### src/rtl/chain_pkg.sv
package chain_pkg;
  // Strobes passed from the control unit to the datapath each cycle.
  typedef struct packed {
    logic clr;     // synchronous clear of both channels
    logic loStep;  // low channel advances this cycle
    logic hiRun;   // high channel may count a wave edge this cycle
  } chainStrobe_t;
endpackage

### src/rtl/chain_ctrl.sv
module chain_ctrl
  import chain_pkg::*;
(
  input  logic         clk,
  input  logic         rstN,
  input  logic         tick,
  input  logic         syncClr,
  input  logic         loStart,
  input  logic         loStop,
  input  logic         hiStart,
  input  logic         hiStop,
  output chainStrobe_t strobe
);
  localparam int NUM_CH = 2;

  logic [NUM_CH-1:0] startV;
  logic [NUM_CH-1:0] stopV;
  logic [NUM_CH-1:0] runQ;

  assign startV = {hiStart, loStart};
  assign stopV  = {hiStop, loStop};

  for (genvar ch = 0; ch < NUM_CH; ch++) begin : g_chan
    always_ff @(posedge clk or negedge rstN) begin
      if (!rstN)           runQ[ch] <= 1'b0;
      else if (stopV[ch])  runQ[ch] <= 1'b0;   // stop wins over start
      else if (startV[ch]) runQ[ch] <= 1'b1;
    end

    // a stop strobe always leaves the channel stopped
    assert_stop_wins_R7: assert property (@(posedge clk) disable iff (!rstN)
      stopV[ch] |=> !runQ[ch]);
    // a lone start strobe leaves the channel running
    assert_start_runs_R6: assert property (@(posedge clk) disable iff (!rstN)
      startV[ch] && !stopV[ch] |=> runQ[ch]);
  end

  always_comb begin
    strobe.clr    = syncClr;
    strobe.loStep = runQ[0] & tick;
    strobe.hiRun  = runQ[1];
  end
endmodule

### src/rtl/chain_dp.sv
module chain_dp
  import chain_pkg::*;
#(
  parameter int CNT_W   = 16,
  parameter int SET_VAL = 0,
  parameter int CLR_VAL = 32768
) (
  input  logic             clk,
  input  logic             rstN,
  input  chainStrobe_t     strobe,
  output logic [CNT_W-1:0] loCount,
  output logic [CNT_W-1:0] hiCount,
  output logic             waveOut
);
  localparam logic [CNT_W-1:0] SET_V     = CNT_W'(SET_VAL);
  localparam logic [CNT_W-1:0] CLR_V     = CNT_W'(CLR_VAL);
  localparam logic             WAVE_INIT = (SET_VAL == 0);

  logic [CNT_W-1:0] loNext;
  logic             wavePrev;
  logic             hiStep;

  always_comb begin
    loNext = loCount + 1'b1;
    hiStep = strobe.hiRun & waveOut & ~wavePrev;
  end

  always_ff @(posedge clk or negedge rstN) begin
    if (!rstN) begin
      loCount  <= '0;
      hiCount  <= '0;
      waveOut  <= WAVE_INIT;
      wavePrev <= WAVE_INIT;
    end else if (strobe.clr) begin
      loCount  <= '0;
      hiCount  <= '0;
      waveOut  <= WAVE_INIT;
      wavePrev <= WAVE_INIT;
    end else begin
      wavePrev <= waveOut;
      if (strobe.loStep) begin
        loCount <= loNext;
        if (loNext == SET_V)      waveOut <= 1'b1;
        else if (loNext == CLR_V) waveOut <= 1'b0;
      end
      if (hiStep) hiCount <= hiCount + 1'b1;
    end
  end

  // a step advances the low count by one
  assert_lo_step_R2: assert property (@(posedge clk) disable iff (!rstN)
    strobe.loStep && !strobe.clr |=> loCount == CNT_W'($past(loCount) + 1'b1));
  // no step, no change
  assert_lo_hold_R6: assert property (@(posedge clk) disable iff (!rstN)
    !strobe.loStep && !strobe.clr |=> $stable(loCount));
  // wave level agrees with compare points
  assert_wave_set_R3: assert property (@(posedge clk) disable iff (!rstN)
    loCount == SET_V |-> waveOut);
  assert_wave_clr_R3: assert property (@(posedge clk) disable iff (!rstN)
    loCount == CLR_V |-> !waveOut);
  // a stopped high channel holds
  assert_hi_hold_R9: assert property (@(posedge clk) disable iff (!rstN)
    !strobe.hiRun && !strobe.clr |=> $stable(hiCount));
  // high channel moves by at most one
  assert_hi_step_R4: assert property (@(posedge clk) disable iff (!rstN)
    !strobe.clr |=> hiCount == $past(hiCount) || hiCount == CNT_W'($past(hiCount) + 1'b1));
  // clear zeroes both channels
  assert_sync_R5: assert property (@(posedge clk) disable iff (!rstN)
    strobe.clr |=> loCount == '0 && hiCount == '0);
endmodule

### src/rtl/chain_counter.sv
module chain_counter
  import chain_pkg::*;
#(
  parameter int CNT_W   = 16,
  parameter int SET_VAL = 0,
  parameter int CLR_VAL = 32768
) (
  input  logic               clk,
  input  logic               rstN,
  input  logic               tick,
  input  logic               syncClr,
  input  logic               loStart,
  input  logic               loStop,
  input  logic               hiStart,
  input  logic               hiStop,
  output logic [CNT_W-1:0]   loCount,
  output logic [CNT_W-1:0]   hiCount,
  output logic               waveOut,
  output logic [2*CNT_W-1:0] fullCount
);
  chainStrobe_t strobe;

  chain_ctrl u_ctrl (
    .clk(clk), .rstN(rstN), .tick(tick), .syncClr(syncClr),
    .loStart(loStart), .loStop(loStop), .hiStart(hiStart), .hiStop(hiStop),
    .strobe(strobe)
  );

  chain_dp #(.CNT_W(CNT_W), .SET_VAL(SET_VAL), .CLR_VAL(CLR_VAL)) u_dp (
    .clk(clk), .rstN(rstN), .strobe(strobe),
    .loCount(loCount), .hiCount(hiCount), .waveOut(waveOut)
  );

  assign fullCount = {hiCount, loCount};

  // concatenation keeps halves in place
  assert_full_R8: assert property (@(posedge clk) disable iff (!rstN)
    fullCount[CNT_W-1:0] == loCount && fullCount[2*CNT_W-1:CNT_W] == hiCount);
endmodule

### config.mk
export PLATFORM = sky130hd
export DESIGN_NAME = chain_counter
export DESIGN_NICKNAME = d
export VERILOG_FILES = /design/src/rtl/chain_pkg.sv /design/src/rtl/chain_ctrl.sv /design/src/rtl/chain_dp.sv /design/src/rtl/chain_counter.sv
export SDC_FILE = /design/constraint.sdc
export NUM_CORES = 1
export LEC_CHECK = 0
export ABC_AREA = 0
export BUFFER_PORTS_ARGS = -buffer_cell sky130_fd_sc_hd__buf_4
export CORE_MARGIN = 1.5
export CORE_UTILIZATION = 35
export CTS_CLUSTER_SIZE = 16
export DETAILED_ROUTE_END_ITERATION = 6
export REMOVE_ABC_BUFFERS = 1
export SLEW_MARGIN = 10
export SYNTH_ARGS = -nofsm -noshare
export SYNTH_HDL_FRONTEND = slang
export SYNTH_SLANG_ARGS = --single-unit
export TNS_END_PERCENT = 1
### constraint.sdc
create_clock -name clk -period 3.1 [get_ports clk]
set_input_delay 0.775 -clock clk [delete_from_list [all_inputs] [get_ports clk]]
set_output_delay 0.775 -clock clk [all_outputs]
set_load 0.03 [all_outputs]
### Word level (Yosys, flattened, before mapping)

Index checks and enable logic that the tools add are counted.

| storage, ports and cells | value |
|---|---|
| bits in registers | 36 |
| input bits | 8 |
| output and inout port bits | 65 |
| word-level logic and storage cells | 33 |

| operators by class | value |
|---|---|
| add/subtract/negate cells | 2 |
| equal/unequal tests | 1 |
| muxes and demuxes | 13 |
| bitwise logic cells | 4 |
| reductions and logical operators | 7 |

Operators with widths:

| kind | number |
|---|---|
| 2-to-1 mux 16 bit | 4 |
| adder 16 x 1 -> 16 bit, second input constant | 2 |
| equality test 16 bit, second input constant | 1 |
| zero test 16 bit | 1 |
| 2-to-1 mux 1 bit | 9 |
| nonzero test 2 bit | 4 |
| AND 1 bit | 3 |
| nonzero test 3 bit | 1 |
| AND reduction 2 bit | 1 |
| NOT 1 bit | 1 |

### Longest topological paths before layout

| depth | value |
|---|---|
| depth in word-level cells | 6 |
| mapped depth | 7 |
| gate-level depth less buffers | 7 |

### Modules after synthesis

From an unflattened synthesis, not the netlist that was laid out.

| second synthesis, totals | value |
|---|---|
| cell total of the unflattened synthesis | 238 |
| area total of the unflattened synthesis | 2227.1 µm² |

Modules (own cells, without submodules):

| module | times used | cells each | area each (µm²) | sequential area each (µm²) |
|---|---|---|---|---|
| chain_dp | 1 | 199 | 1895.6 | 853.3 |
| chain_counter | 1 | 32 | 240.2 | 0.0 |
| chain_ctrl | 1 | 7 | 91.3 | 50.0 |

### Worst setup path before layout

Ideal clock, no wire load.

| timing | value |
|---|---|
| path kind | reg2reg |
| from | register u_dp.loCount[0] |
| to | register u_dp.waveOut |
| setup time | 0.075 ns |
| arrival time | 2.410 ns |
| data required time | 3.025 ns |
| slack | 0.615 ns |
| stages on the path, launching flop included | 8 |
| buffers on the path | 0 |
| period minus slack after synthesis | 2.485 ns |
| cells stage by stage | dfrtp_1 -> ha_1 -> nand4_4 -> nor3_4 -> or4b_1 -> o311a_1 -> nor4_2 -> mux2i_1 |

| between the ends | value |
|---|---|
| longest elaborated chain between the ends | 5 |
| elaborated cells on any way between the ends | 8 |
| classes of those cells | add/sub (1); eq/ne (1); mux (3); reduce/logical (3) |

RTL lines:

| what | RTL line | text |
|---|---|---|
| from (decl) | chain_dp.sv:11 | `output logic [CNT_W-1:0] loCount,` |
| from (signal assigned) | chain_dp.sv:42 | `loCount <= loNext;` |
| adder 16 x 1 -> 16 bit (*) | chain_dp.sv:24 | `loNext = loCount + 1'b1;` |
| zero test 16 bit | chain_dp.sv:43 | `if (loNext == SET_V) waveOut <= 1'b1;` |
| 2-to-1 mux 1 bit | chain_dp.sv:43 |  |
| 2-to-1 mux 1 bit | chain_dp.sv:41 | `if (strobe.loStep) begin` |
| 2-to-1 mux 1 bit | chain_dp.sv:34 | `end else if (strobe.clr) begin` |
| to (signal assigned) | chain_dp.sv:37 | `waveOut <= WAVE_INIT;` |
| to (signal assigned) | chain_dp.sv:43 |  |
| to (signal assigned) | chain_dp.sv:44 | `else if (loNext == CLR_V) waveOut <= 1'b0;` |
| to (decl) | chain_dp.sv:13 | `output logic waveOut` |

Mark *: on every way between the ends. The rest lies on a longest branch, timed or not. The select of a mux whose other input is x is not followed.
A chain may end at the register's enable or synchronous reset.

### Final worst setup path

Ends and elaborated chain as after synthesis.

==> results_dict.tcl <==
set metrics [dict create \
    ys_top_cells_by_area "dfrtp_1 (39%), buf_4 (11%), xor2_1 (7.6%)" \
    period_share_pct 81.3 \
    synth_enable_flop_cells 0 \
    fin_util_pct 44.7 \
    cap_violations 0 \
    avgRoutedWirePerCell_um 12.4 \
    grt_pass1_vias 1617 \
    synth.ff_latch_count 36 \
    antenna_found_initial 0 \
    crit_path_max_incr_delay_ns 0.49 \
    clockRootBuffer "clkbuf_8" \
    io_pins 73 \
    syn_area_per_cell_um2 8.98 \
    track_usage_pct 14.3 \
    wl_um 4430 \
    worstPathRequired_ns 3.31 \
    area_delta_synth_final_pct 22.0 \
    synth_ff_type "dfrtp_1" \
    tritoncts "done" \
    clockPowerShare_pct 46.5 \
    relSlewSlack_pct 57.5 \
    htreeDepth 2 \
    synth_cells 243 \
    clockBufferDepth 2 \
    grt_max_degree 37 \
    dpl_worst_slack_ns 0.587 \
    clk_latency_ns 0.29 \
    arrival_ns 2.73 \
    yosys.cell_types.count 38 \
    cpLargestDelayFamily "simple AND/OR/NAND/NOR gates" \
    tns_ns 0 \
    crit_slowest_cell "dfrtp_1" \
    netlist.area_leader.share_pct 39.0 \
    rows 28 \
    min_path_type "primary input to asynchronous set/reset pin" \
    n_fill_cell 595 \
    cts_sinks 36 \
    synth_top_area_cell "dfrtp_1" \
    dieArea_mm2 0.00672 \
    switching_share_pct 20.4 \
    core_mm2 0.00596 \
    post_cts_buffers 0 \
    nets 291 \
    finalMaxSlewViolations 0 \
    wl_met3_um 310 \
    synthesis.area_mm2 0.00218 \
    die_h_um 82.0 \
    ctsResizeCount 0 \
    portBuffers 72 \
    ant_nets 0 \
    drive_above_1_share_pct 31.0 \
    rsz0062_at_grt "false" \
    hold_violations 0 \
    finClkSkew_ns 0.00615 \
    grt_pass1_wl_um 7390 \
    final-setup-viol-count 0 \
    p_sw_mw 0.197 \
    holdBufCountCts 0 \
    p_seq_share_pct 49.4 \
    leakage_nw 1.27 \
    vias 1727 \
    path_buf_inv 0 \
    yosys-top-cells-count "nor2_1 (43), dfrtp_1 (34), buf_4 (32)" \
    timing.hold.ws_ns 0.434 \
    yosysMostFrequentCell "nor2_1" \
    setup_slack_ns 0.581 \
    cp-start-kind "flip-flop" \
    remaining_drc_errors 0 \
    vias_per_cell 4.85 \
    grt_overflow 0 \
    fin_cells 356 \
    max_freq_ghz 0.397 \
    wl_met1_um 2000 \
    dr_wl_met2_um 2070 \
    outcome "completed" \
    period_needed_ns 2.52 \
    synth_seq_area_share_pct 41.4 \
    insertedDiodeCount 0 \
    crit_type "flip-flop to flip-flop" \
    combPwrFrac_pct 4.1 \
    firstDrtPassIters 4 \
    place_hpwl_um 3240 \
    cp_cell_sequence "ha_1 -> nand4_4 -> nor3_4 -> or4b_1 -> o311a_1 -> nor4_2 -> mux2i_1" \
    worstPathMaxFanout 8 \
    place_congestion 0.842 \
    die_w_um 82.0 \
    start_util_pct 36.6 \
    endpoint_kind "flip-flop" \
    peakVddDrop_v 0.000167 \
    tightest_slew_ns 0.633 \
    power_density_mw_per_mm2 363 \
    cts.clk_slew.worst_paths_ns 0.07 \
    ys_async_sr_fraction_pct 100 \
    dp.cells 348 \
    ff2ff_setup_slack_ns 0.58 \
    numCtsBuffers 5 \
    first_iter_violations 26 \
    dr.max_layer_used "met4" \
    yosysWarnings 0 \
    p_int_mw 0.768 \
]
==> worst paths after layout <==
check | start | to | depth (start not counted)
worst max-delay path | u_dp.loCount[0] | u_dp.waveOut | 7
worst min-delay path | rstN | u_dp.hiCount[13] | 1
worst max register to register | u_dp.loCount[0] | u_dp.waveOut | 7
worst min register to register | u_ctrl.strobe[0] | u_ctrl.strobe[0] | 2
max in group asynchronous | rstN | u_dp.waveOut | 1
min in group clk | u_ctrl.strobe[0] | u_ctrl.strobe[0] | 2
==> layout by cell type (no fill, tap or decap), types with 2 or more instances in the layout <==
cell type / instances
buf_4: 72
nor2_1: 43
dfrtp_1: 34
xor2_1: 19
nand2_1: 18
nand3_1: 12
xnor2_1: 12
nand4_1: 9
nor3_1: 8
clkbuf_8: 7
a21oi_1: 5
inv_1: 4
and3_1: 4
o21ai_0: 3
a211o_1: 3
ha_1: 3
nor4_1: 2
a31oi_1: 2
mux2i_1: 2
dfstp_2: 2
==> sequential cells by signal (all words and copies together) (netlist names) <==
register       flops
u_ctrl.runQ        1
u_dp.wavePrev      1
u_dp.loCount      16
u_dp.waveOut       1
u_ctrl.strobe      1
u_dp.hiCount      16
==> routing by layer <==
layer  track usage (%)  vias up
met2              24.7       58
met5                 0        -
met4              4.24        0
met1              17.1      803
li1                  -      861
met3              4.22        5
==> power by group through the flow <==
stage	clock network [mW]	logic (mW)	registers, mW
2_1_floorplan	0	0.00709	0.490
3_3_place_gp	0	0.0414	0.485
3_5_place_dp	0	0.0416	0.486
4_1_cts	0.465	0.0415	0.476
5_1_grt	0.484	0.0449	0.477
6_report	0.449	0.0401	0.477
==> cell families (layout without fill, tap and decap cells) <==
group,Yosys count,count (layout),share of synthesized area (%)
and+or+nand+nor,107,107,24.5
muxes,2,2,0.917
buffers and inverters,46,84,13.5
xor gates and xnor gates,31,31,12.4
AOI/OAI and AO/OA,18,18,5.50
adders and majority gates,3,3,1.72
DFF,36,36,41.4
==> layout make-up <==
type                    instances  area (um2)  share of cell area, %
clock buffers                   7        96.3                   3.62
clock inverters                 1        30.0                   1.13
multi-input cells             161         983                   36.9
flip-flops and latches         36         903                   33.9
inverters                       4        15.0                  0.564
repair buffers                 72         541                   20.3
well taps                      75        93.8                   3.52
==> metrics by stage <==
stage | instance area (um2) | power [mW]
floorplan | 1900 | 0.497
global placement | 2540 | 0.526
detailed placement | 2540 | 0.527
CTS | 2660 | 0.983
global route | 2660 | 1.01
finish | 2660 | 0.966
(Power assumes the default switching activity.)
